--- config.mk ---
export PLATFORM = sky130hd
export DESIGN_NAME = raster_timing_gen
export DESIGN_NICKNAME = d
export VERILOG_FILES = /design/src/rtl/rtg_pkg.sv /design/src/rtl/rtg_regfile.sv /design/src/rtl/rtg_axis_cnt.sv /design/src/rtl/rtg_video_out.sv /design/src/rtl/raster_timing_gen.sv
export SDC_FILE = /design/constraint.sdc
export NUM_CORES = 1
export LEC_CHECK = 0
export BUFFER_PORTS_ARGS = -buffer_cell sky130_fd_sc_hd__buf_2
export CELL_PAD_IN_SITES_DETAIL_PLACEMENT = 0
export CELL_PAD_IN_SITES_GLOBAL_PLACEMENT = 1
export CORE_MARGIN = 3
export CORE_UTILIZATION = 57
export CTS_BUF_LIST = sky130_fd_sc_hd__clkbuf_2 sky130_fd_sc_hd__clkbuf_4 sky130_fd_sc_hd__clkbuf_8
export CTS_CLUSTER_DIAMETER = 150
export CTS_CLUSTER_SIZE = 14
export DETAILED_ROUTE_END_ITERATION = 6
export GPL_TIMING_DRIVEN = 0
export PLACE_DENSITY_LB_ADDON = 0.1
export SYNTH_ARGS = -nofsm -noshare
export SYNTH_HDL_FRONTEND = slang
export SYNTH_SLANG_ARGS = --single-unit
--- constraint.sdc ---
create_clock -name clk -period 4.1 [get_ports clk]
set_input_delay 1.23 -clock clk [delete_from_list [all_inputs] [get_ports clk]]
set_output_delay 1.23 -clock clk [all_outputs]
set_load 0.01 [all_outputs]
--- src/rtl/rtg_pkg.sv ---
package rtg_pkg;

    localparam int unsigned REG_W  = 16;
    localparam int unsigned ADDR_W = 4;
    localparam int unsigned DATA_W = 32;

    typedef enum logic [ADDR_W-1:0] {
        A_CTRL   = 4'd0,
        A_HTOT   = 4'd1,
        A_HDISP  = 4'd2,
        A_HSS    = 4'd3,
        A_HSE    = 4'd4,
        A_VTOT   = 4'd5,
        A_VDISP  = 4'd6,
        A_VSS    = 4'd7,
        A_VSE    = 4'd8,
        A_PFCOL  = 4'd9,
        A_SYNC   = 4'd10,
        A_DISP   = 4'd11,
        A_ORIGIN = 4'd12
    } reg_addr_e;

    typedef struct packed {
        logic [REG_W-1:0] htot;
        logic [REG_W-1:0] hdisp;
        logic [REG_W-1:0] hss;
        logic [REG_W-1:0] hse;
        logic [REG_W-1:0] vtot;
        logic [REG_W-1:0] vdisp;
        logic [REG_W-1:0] vss;
        logic [REG_W-1:0] vse;
        logic [REG_W-1:0] pfcol;
    } timing_t;

    typedef struct packed {
        logic [REG_W-1:0] x;
        logic [REG_W-1:0] y;
    } origin_t;

    typedef struct packed {
        logic rgb_sync;
        logic all_off;
        logic h_inv;
        logic v_inv;
        logic h_off;
        logic v_off;
    } sync_cfg_t;

    // 1280x1024: porches 48/112/248 pixels and 1/3/38 lines, all minus one
    localparam timing_t REF_TIMING = '{
        htot:  16'd1687,
        hdisp: 16'd1279,
        hss:   16'd1327,
        hse:   16'd1439,
        vtot:  16'd1065,
        vdisp: 16'd1023,
        vss:   16'd1024,
        vse:   16'd1027,
        pfcol: 16'd1332
    };

endpackage

--- src/rtl/rtg_regfile.sv ---
module rtg_regfile
    import rtg_pkg::*;
(
    input  logic              clk,
    input  logic              rst_n,
    input  logic              we,
    input  logic [ADDR_W-1:0] addr,
    input  logic [DATA_W-1:0] wdata,
    input  logic              frame_load,
    output logic              run,
    output logic              refresh,
    output logic              disp_off,
    output sync_cfg_t         sync_cfg,
    output timing_t           act,
    output origin_t           org
);

    typedef struct packed {
        timing_t   shd;
        timing_t   act;
        origin_t   org_shd;
        origin_t   org_act;
        logic      run;
        logic      refresh;
        logic      doff;
        sync_cfg_t sync;
    } reg_state_t;

    reg_state_t st_d, st_q;

    always_comb begin
        st_d = st_q;
        // frame boundary or stopped: holding copy becomes active
        if (frame_load) begin
            st_d.act     = st_q.shd;
            st_d.org_act = st_q.org_shd;
        end
        if (we) begin
            case (reg_addr_e'(addr))
                A_CTRL: begin
                    st_d.run     = wdata[0];
                    st_d.refresh = wdata[1];
                end
                A_HTOT:  st_d.shd.htot  = wdata[REG_W-1:0];
                A_HDISP: st_d.shd.hdisp = wdata[REG_W-1:0];
                A_HSS:   st_d.shd.hss   = wdata[REG_W-1:0];
                A_HSE:   st_d.shd.hse   = wdata[REG_W-1:0];
                A_VTOT:  st_d.shd.vtot  = wdata[REG_W-1:0];
                A_VDISP: st_d.shd.vdisp = wdata[REG_W-1:0];
                A_VSS:   st_d.shd.vss   = wdata[REG_W-1:0];
                A_VSE:   st_d.shd.vse   = wdata[REG_W-1:0];
                A_PFCOL: st_d.shd.pfcol = wdata[REG_W-1:0];
                A_SYNC: begin
                    st_d.sync.rgb_sync = wdata[0];
                    st_d.sync.all_off  = wdata[1];
                    st_d.sync.h_inv    = wdata[3];
                    st_d.sync.v_inv    = wdata[4];
                    st_d.sync.h_off    = wdata[5];
                    st_d.sync.v_off    = wdata[6];
                end
                A_DISP: st_d.doff = wdata[1];
                A_ORIGIN: begin
                    // x origin must sit on an 8-pixel boundary
                    if (wdata[REG_W+2:REG_W] == 3'b000) begin
                        st_d.org_shd.x = wdata[DATA_W-1:REG_W];
                        st_d.org_shd.y = wdata[REG_W-1:0];
                    end
                end
                default: ;
            endcase
        end
    end

    always_ff @(posedge clk or negedge rst_n) begin
        if (!rst_n) begin
            st_q     <= '0;
            st_q.shd <= REF_TIMING;
            st_q.act <= REF_TIMING;
        end else begin
            st_q <= st_d;
        end
    end

    assign run      = st_q.run;
    assign refresh  = st_q.refresh;
    assign disp_off = st_q.doff;
    assign sync_cfg = st_q.sync;
    assign act      = st_q.act;
    assign org      = st_q.org_act;

endmodule

--- src/rtl/rtg_axis_cnt.sv ---
module rtg_axis_cnt
    import rtg_pkg::*;
#(
    parameter int unsigned CNT_W = 12
) (
    input  logic             clk,
    input  logic             rst_n,
    input  logic             clear,
    input  logic             step,
    input  logic [REG_W-1:0] last,
    output logic [CNT_W-1:0] cnt,
    output logic             wrap
);

    typedef struct packed {
        logic [CNT_W-1:0] cnt;
    } cnt_state_t;

    cnt_state_t st_d, st_q;

    always_comb begin
        st_d = st_q;
        wrap = step && (REG_W'(st_q.cnt) >= last);
        if (clear) begin
            st_d.cnt = '0;
        end else if (step) begin
            st_d.cnt = wrap ? '0 : st_q.cnt + 1'b1;
        end
    end

    always_ff @(posedge clk or negedge rst_n) begin
        if (!rst_n) begin
            st_q <= '0;
        end else begin
            st_q <= st_d;
        end
    end

    assign cnt = st_q.cnt;

endmodule

--- src/rtl/rtg_video_out.sv ---
module rtg_video_out
    import rtg_pkg::*;
#(
    parameter int unsigned CNT_W = 12
) (
    input  logic             run,
    input  logic             refresh,
    input  logic             disp_off,
    input  sync_cfg_t        sync_cfg,
    input  timing_t          act,
    input  logic [CNT_W-1:0] x,
    input  logic [CNT_W-1:0] y,
    output logic             hsync,
    output logic             vsync,
    output logic             csync,
    output logic             de,
    output logic             prefetch
);

    logic [REG_W-1:0] xe, ye;
    logic hs_raw, vs_raw, hs_eff, vs_eff;

    always_comb begin
        xe       = REG_W'(x);
        ye       = REG_W'(y);
        hs_raw   = run && (xe > act.hss) && (xe <= act.hse);
        vs_raw   = run && (ye > act.vss) && (ye <= act.vse);
        // suppression first, polarity last, so a held sync stays inactive
        hs_eff   = hs_raw && !sync_cfg.all_off && !sync_cfg.h_off;
        vs_eff   = vs_raw && !sync_cfg.all_off && !sync_cfg.v_off;
        hsync    = hs_eff ^ sync_cfg.h_inv;
        vsync    = vs_eff ^ sync_cfg.v_inv;
        csync    = sync_cfg.rgb_sync && (hs_eff || vs_eff);
        de       = run && refresh && !disp_off
                   && (xe <= act.hdisp) && (ye <= act.vdisp);
        prefetch = run && (xe == act.pfcol);
    end

endmodule

--- src/rtl/raster_timing_gen.sv ---
module raster_timing_gen
    import rtg_pkg::*;
#(
    parameter int unsigned CNT_W = 12
) (
    input  logic              clk,
    input  logic              rst_n,
    input  logic              cfg_we,
    input  logic [ADDR_W-1:0] cfg_addr,
    input  logic [DATA_W-1:0] cfg_wdata,
    output logic              hsync_o,
    output logic              vsync_o,
    output logic              csync_o,
    output logic              de_o,
    output logic              prefetch_o,
    output logic [CNT_W-1:0]  pix_x_o,
    output logic [CNT_W-1:0]  line_y_o,
    output logic [REG_W-1:0]  org_x_o,
    output logic [REG_W-1:0]  org_y_o
);

    logic      run, refresh, disp_off;
    sync_cfg_t sync_cfg;
    timing_t   act_tim;
    origin_t   org;
    logic      h_wrap, v_wrap, frame_load;

    assign frame_load = !run || v_wrap;

    rtg_regfile regs_i (
        .clk        (clk),
        .rst_n      (rst_n),
        .we         (cfg_we),
        .addr       (cfg_addr),
        .wdata      (cfg_wdata),
        .frame_load (frame_load),
        .run        (run),
        .refresh    (refresh),
        .disp_off   (disp_off),
        .sync_cfg   (sync_cfg),
        .act        (act_tim),
        .org        (org)
    );

    rtg_axis_cnt #(.CNT_W(CNT_W)) hcnt_i (
        .clk   (clk),
        .rst_n (rst_n),
        .clear (!run),
        .step  (run),
        .last  (act_tim.htot),
        .cnt   (pix_x_o),
        .wrap  (h_wrap)
    );

    rtg_axis_cnt #(.CNT_W(CNT_W)) vcnt_i (
        .clk   (clk),
        .rst_n (rst_n),
        .clear (!run),
        .step  (h_wrap),
        .last  (act_tim.vtot),
        .cnt   (line_y_o),
        .wrap  (v_wrap)
    );

    rtg_video_out #(.CNT_W(CNT_W)) vout_i (
        .run      (run),
        .refresh  (refresh),
        .disp_off (disp_off),
        .sync_cfg (sync_cfg),
        .act      (act_tim),
        .x        (pix_x_o),
        .y        (line_y_o),
        .hsync    (hsync_o),
        .vsync    (vsync_o),
        .csync    (csync_o),
        .de       (de_o),
        .prefetch (prefetch_o)
    );

    assign org_x_o = org.x;
    assign org_y_o = org.y;

endmodule

==> flow_results.org <==
** Logic synthesis
- Yosys warnings :: 0
- Flip-flop and latch count after synthesis :: 385
- Syn_area_per_cell :: 13.4 sq um
- The number of nets in the synthesized netlist is 1,457.
- Synthesized area :: 17,700 sq um
- Post-Syn Instances :: 1,320
- The synthesized design contains 0 enable-type register cells.
- The synthesized netlist contains 56 unique library cells.
- Share of the yosys chip area belonging to registers :: 55.2%
- Top FF cell, synth :: sky130_fd_sc_hd__dfrtp_1
- For this run, asynchronously set or reset flops after synthesis account for 100%.

** Job
- Across the run, the number of max-cap violations was 0.

** Detailed routing
- Wire length after detailed routing :: 39,900 um
- The final route contains 10,800 vias.
- DRC violation count after routing :: 0
- Routed len/inst :: 21.1 um
- In this run, the number of DRC markers left after iteration 0 of detailed routing was 612.
- For this run, the detailed router's first-pass iteration total came to 4.
- After detailed routing, the number of vias per cell comes to 5.69.
- Remaining antenna violation count :: 0

** Status
- Outcome :: finished, final reports clean

** Floorplanning
- Die Footprint :: 33,200 sq um
- The total area inside the core boundary comes to 30,100 sq um.
- Die extent in y :: 182 um
- DIE WIDTH :: 182 um
- Effective utilization at floorplan :: 58.8%
- Ports placed on the boundary :: 100
- Number of placement rows :: 63

** Global routing
- The first global-routing pass estimated 62,000 um of wire.
- Entering global routing, the biggest net connects 124 pins.
- The initial antenna violation count was 4.
- Global routing consumed, over all layers together, 24.1% of the routing resources.
- Grt ovf :: 0
- The number of global-route vias before repair is 10,700.

** STA
- Timing would allow up to 247 MHz.
- Hold is met by 0.487 ns.
- RSZ-0062 raised after global routing :: true
- Clock skew on the completed layout was measured at 0.0220 ns.
- Least setup slack across all paths after layout :: 0.0546 ns
- The final hold violation count was 0.
- Final setup violation count :: 0
- The total count of max-transition violations in the final report came to 0.
- Slew at the pin closest to its max-slew limit :: 1.23 ns
- Rel. slew slack :: 17.9%
- Setup total negative slack on the finished layout was measured at 0 ns.
- The worst path needs 4.05 ns of the cycle, external delays included.
- Of the available clock period, the critical path in the final layout requires 98.7%.

** Layout
- The library cell used most frequently in the layout, excluding fill and tap cells, is sky130_fd_sc_hd__mux2_2.
- Fill cells in the final layout number 2,338.
- Design Area, Final :: 19,800 sq um
- Number of antenna repair diodes :: 0
- Count of nets after finishing :: 1,616
- Share of the core filled with cells in the final layout :: 65.9%
- The top cell types in the final layout, fill and taps aside, are sky130_fd_sc_hd__mux2_2, sky130_fd_sc_hd__dfrtp_1, sky130_fd_sc_hd__dfstp_2.
- The area growth from synthesis to layout is 12.0%.
- Proportion of layout cells with a drive suffix above 1 :: 44.8%

** Clocking
- The clock passes through at most 3 buffers.
- In this run the number of H-tree levels came out at 1.
- Clock latency on the worst-skew pair :: 0.60 ns
- After clock tree synthesis, the clock-pin slew on the worst setup and hold paths is 0.10 ns.
- Number of sinks driven by the clock tree :: 385
- Clock Root Buffer :: sky130_fd_sc_hd__clkbuf_8
- TritonCTS built the clock tree.
- TritonCTS buffer count :: 31

** Power and ir drop
- Dividing total power by cell area gives a power density of 533 nW/um^2.
- VDD sags by at most 0.000346 V.
- For this design the static power due to leakage is 0.00933 uW.

** Placement
- Placed cell areas :: 18,700 sq um
- Placed wire-length estimate after detailed placement :: 26,600 um
- Count of port buffers added during placement :: 89
- The congestion estimate from routability-driven global placement came to 0.787.
- OpenSTA, run right after detailed placement, puts the worst setup slack at 0.149 ns.

** Worst setup path
- Data on the critical path is required at its endpoint by 2.87 ns.
- The startpoint identified for the worst register-to-register timing path is vcnt_i.cnt[5].
- R2R cell count :: 11
- The worst setup path is launched from a flip-flop.
- In this run the critical register-to-register path is captured at regs_i.act[70].
- Category of the critical setup timing path :: flip-flop to output pin
- Maximum fanout along the worst path :: 9
- Critical path endpoint category :: output pin
- Worst path arrival time :: 2.82 ns
- In this run the register-to-register setup slack is 0.73 ns.

** Hold path
- In this run the most critical hold path is launched from regs_i.st_q[59].
- Along the worst hold path, the cell count comes to 1.
- The min-delay analysis places its worst path in the category flip-flop to flip-flop.
- Capture endpoint of the worst hold path :: regs_i.org[18]
==> stage by stage <==
step	cells	total power, uW
6_report	1893	10600
3_3_place_gp	1799	8190
4_1_cts	1866	10500
2_1_floorplan	1320	7500
3_5_place_dp	1802	8350
5_1_grt	1893	11200
==> area by class of cell <==
type,instances,area (sq um),share of cell area [%]
sequential,385,9800,49.4
multi-input combinational,751,7220,36.4
timing repair buffer,127,813,4.10
clock buffer,56,614,3.10
buffer,86,518,2.61
tap,390,488,2.46
inverter,97,372,1.87
clock inverter,1,8.76,0.0442
==> critical path: stages (launching register included) <==
cell,delay (ns)
sky130_fd_sc_hd__dfrtp_2,0.55
sky130_fd_sc_hd__ha_1,0.37
sky130_fd_sc_hd__nand4_1,0.10
sky130_fd_sc_hd__nor2_1,0.06
sky130_fd_sc_hd__o311ai_1,0.33
sky130_fd_sc_hd__a311oi_2,0.21
sky130_fd_sc_hd__nor4_4,0.40
sky130_fd_sc_hd__buf_2,0.20
==> how the worst max path moves through the flow <==
stage	endpoint	slack [ns]	cells past startpoint	start
2_1_floorplan	de_o	0.92	7	hcnt_i.cnt[3]
3_3_place_gp	regs_i.st_q[308]	-5.42	1	rst_n
3_5_place_dp	de_o	0.15	8	vcnt_i.cnt[7]
4_1_cts	vsync_o	0.0005	7	vcnt_i.cnt[6]
5_1_grt	hsync_o	-0.008	7	hcnt_i.cnt[5]
6_report	de_o	0.05	7	hcnt_i.cnt[4]
==> state kept, by name, indices dropped and copies added, names as in the netlist, 6 cells and up <==
name / count
regs_i.sync_cfg: 6
hcnt_i.cnt: 12
regs_i.org: 32
regs_i.act: 144
regs_i.st_q: 176
vcnt_i.cnt: 12
==> power by group <==
part / leakage [uW] / switching (uW) / internal, uW
sequential: 0.00462 / 538 / 5040
clock: 0.000342 / 1230 / 937
combinational: 0.00437 / 1350 / 1480
total: 0.00933 / 3110 / 7450
==> cells in the mapped netlist, types with 7 or more instances <==
library cell / number / area, sq um
sky130_fd_sc_hd__and3_1: 7 / 43.8
sky130_fd_sc_hd__xnor2_1: 14 / 123
sky130_fd_sc_hd__dfrtp_1: 277 / 6930
sky130_fd_sc_hd__ha_1: 98 / 1230
sky130_fd_sc_hd__buf_1: 11 / 41.3
sky130_fd_sc_hd__nand2b_1: 8 / 50.1
sky130_fd_sc_hd__nor4_1: 9 / 56.3
sky130_fd_sc_hd__mux2_2: 265 / 2980
sky130_fd_sc_hd__nor2b_1: 7 / 43.8
sky130_fd_sc_hd__o21ai_0: 20 / 100
sky130_fd_sc_hd__dfstp_2: 108 / 2840
sky130_fd_sc_hd__nand4_1: 25 / 156
sky130_fd_sc_hd__nor3_1: 10 / 50.1
sky130_fd_sc_hd__nand3_1: 13 / 65.1
sky130_fd_sc_hd__a21oi_1: 42 / 210
sky130_fd_sc_hd__nand2_1: 22 / 82.6
sky130_fd_sc_hd__inv_1: 97 / 364
sky130_fd_sc_hd__clkbuf_1: 23 / 86.3
sky130_fd_sc_hd__buf_4: 44 / 330
sky130_fd_sc_hd__nor2_1: 30 / 113
sky130_fd_sc_hd__xor2_1: 12 / 105
sky130_fd_sc_hd__mux2_1: 89 / 1000
sky130_fd_sc_hd__o211ai_1: 8 / 60.1
==> timing repair <==
item | CTS | global route
gates cloned | 0 | 0
setup buffers | 8 | 27
setup endpoints to repair | 4 | 4
gates resized for setup | 38 | 18
pin swaps | 10 | 13
hold buffers | 0 | 0
==> cell families after synthesis <==
kind of cell / Yosys count / share of synthesized area [%]
flops: 385 / 55.2
mux: 354 / 22.5
buf+inv: 184 / 5.00
simple gates: 157 / 4.83
compound gates: 116 / 4.30
fa+ha+maj: 98 / 6.92
xor+xnor: 26 / 1.29
==> metal layers <==
metal	share of wire (%)	GRT usage [%]	wire length, um	up-vias
li1	-	-	-	4936
met1	47	35.4	18600	5616
met2	48	40.0	19200	170
met3	4.0	2.91	1600	38
met4	1.2	3.26	484	2
met5	0.050	0	20	-
No activity file was read; power rests on OpenSTA's default activity.
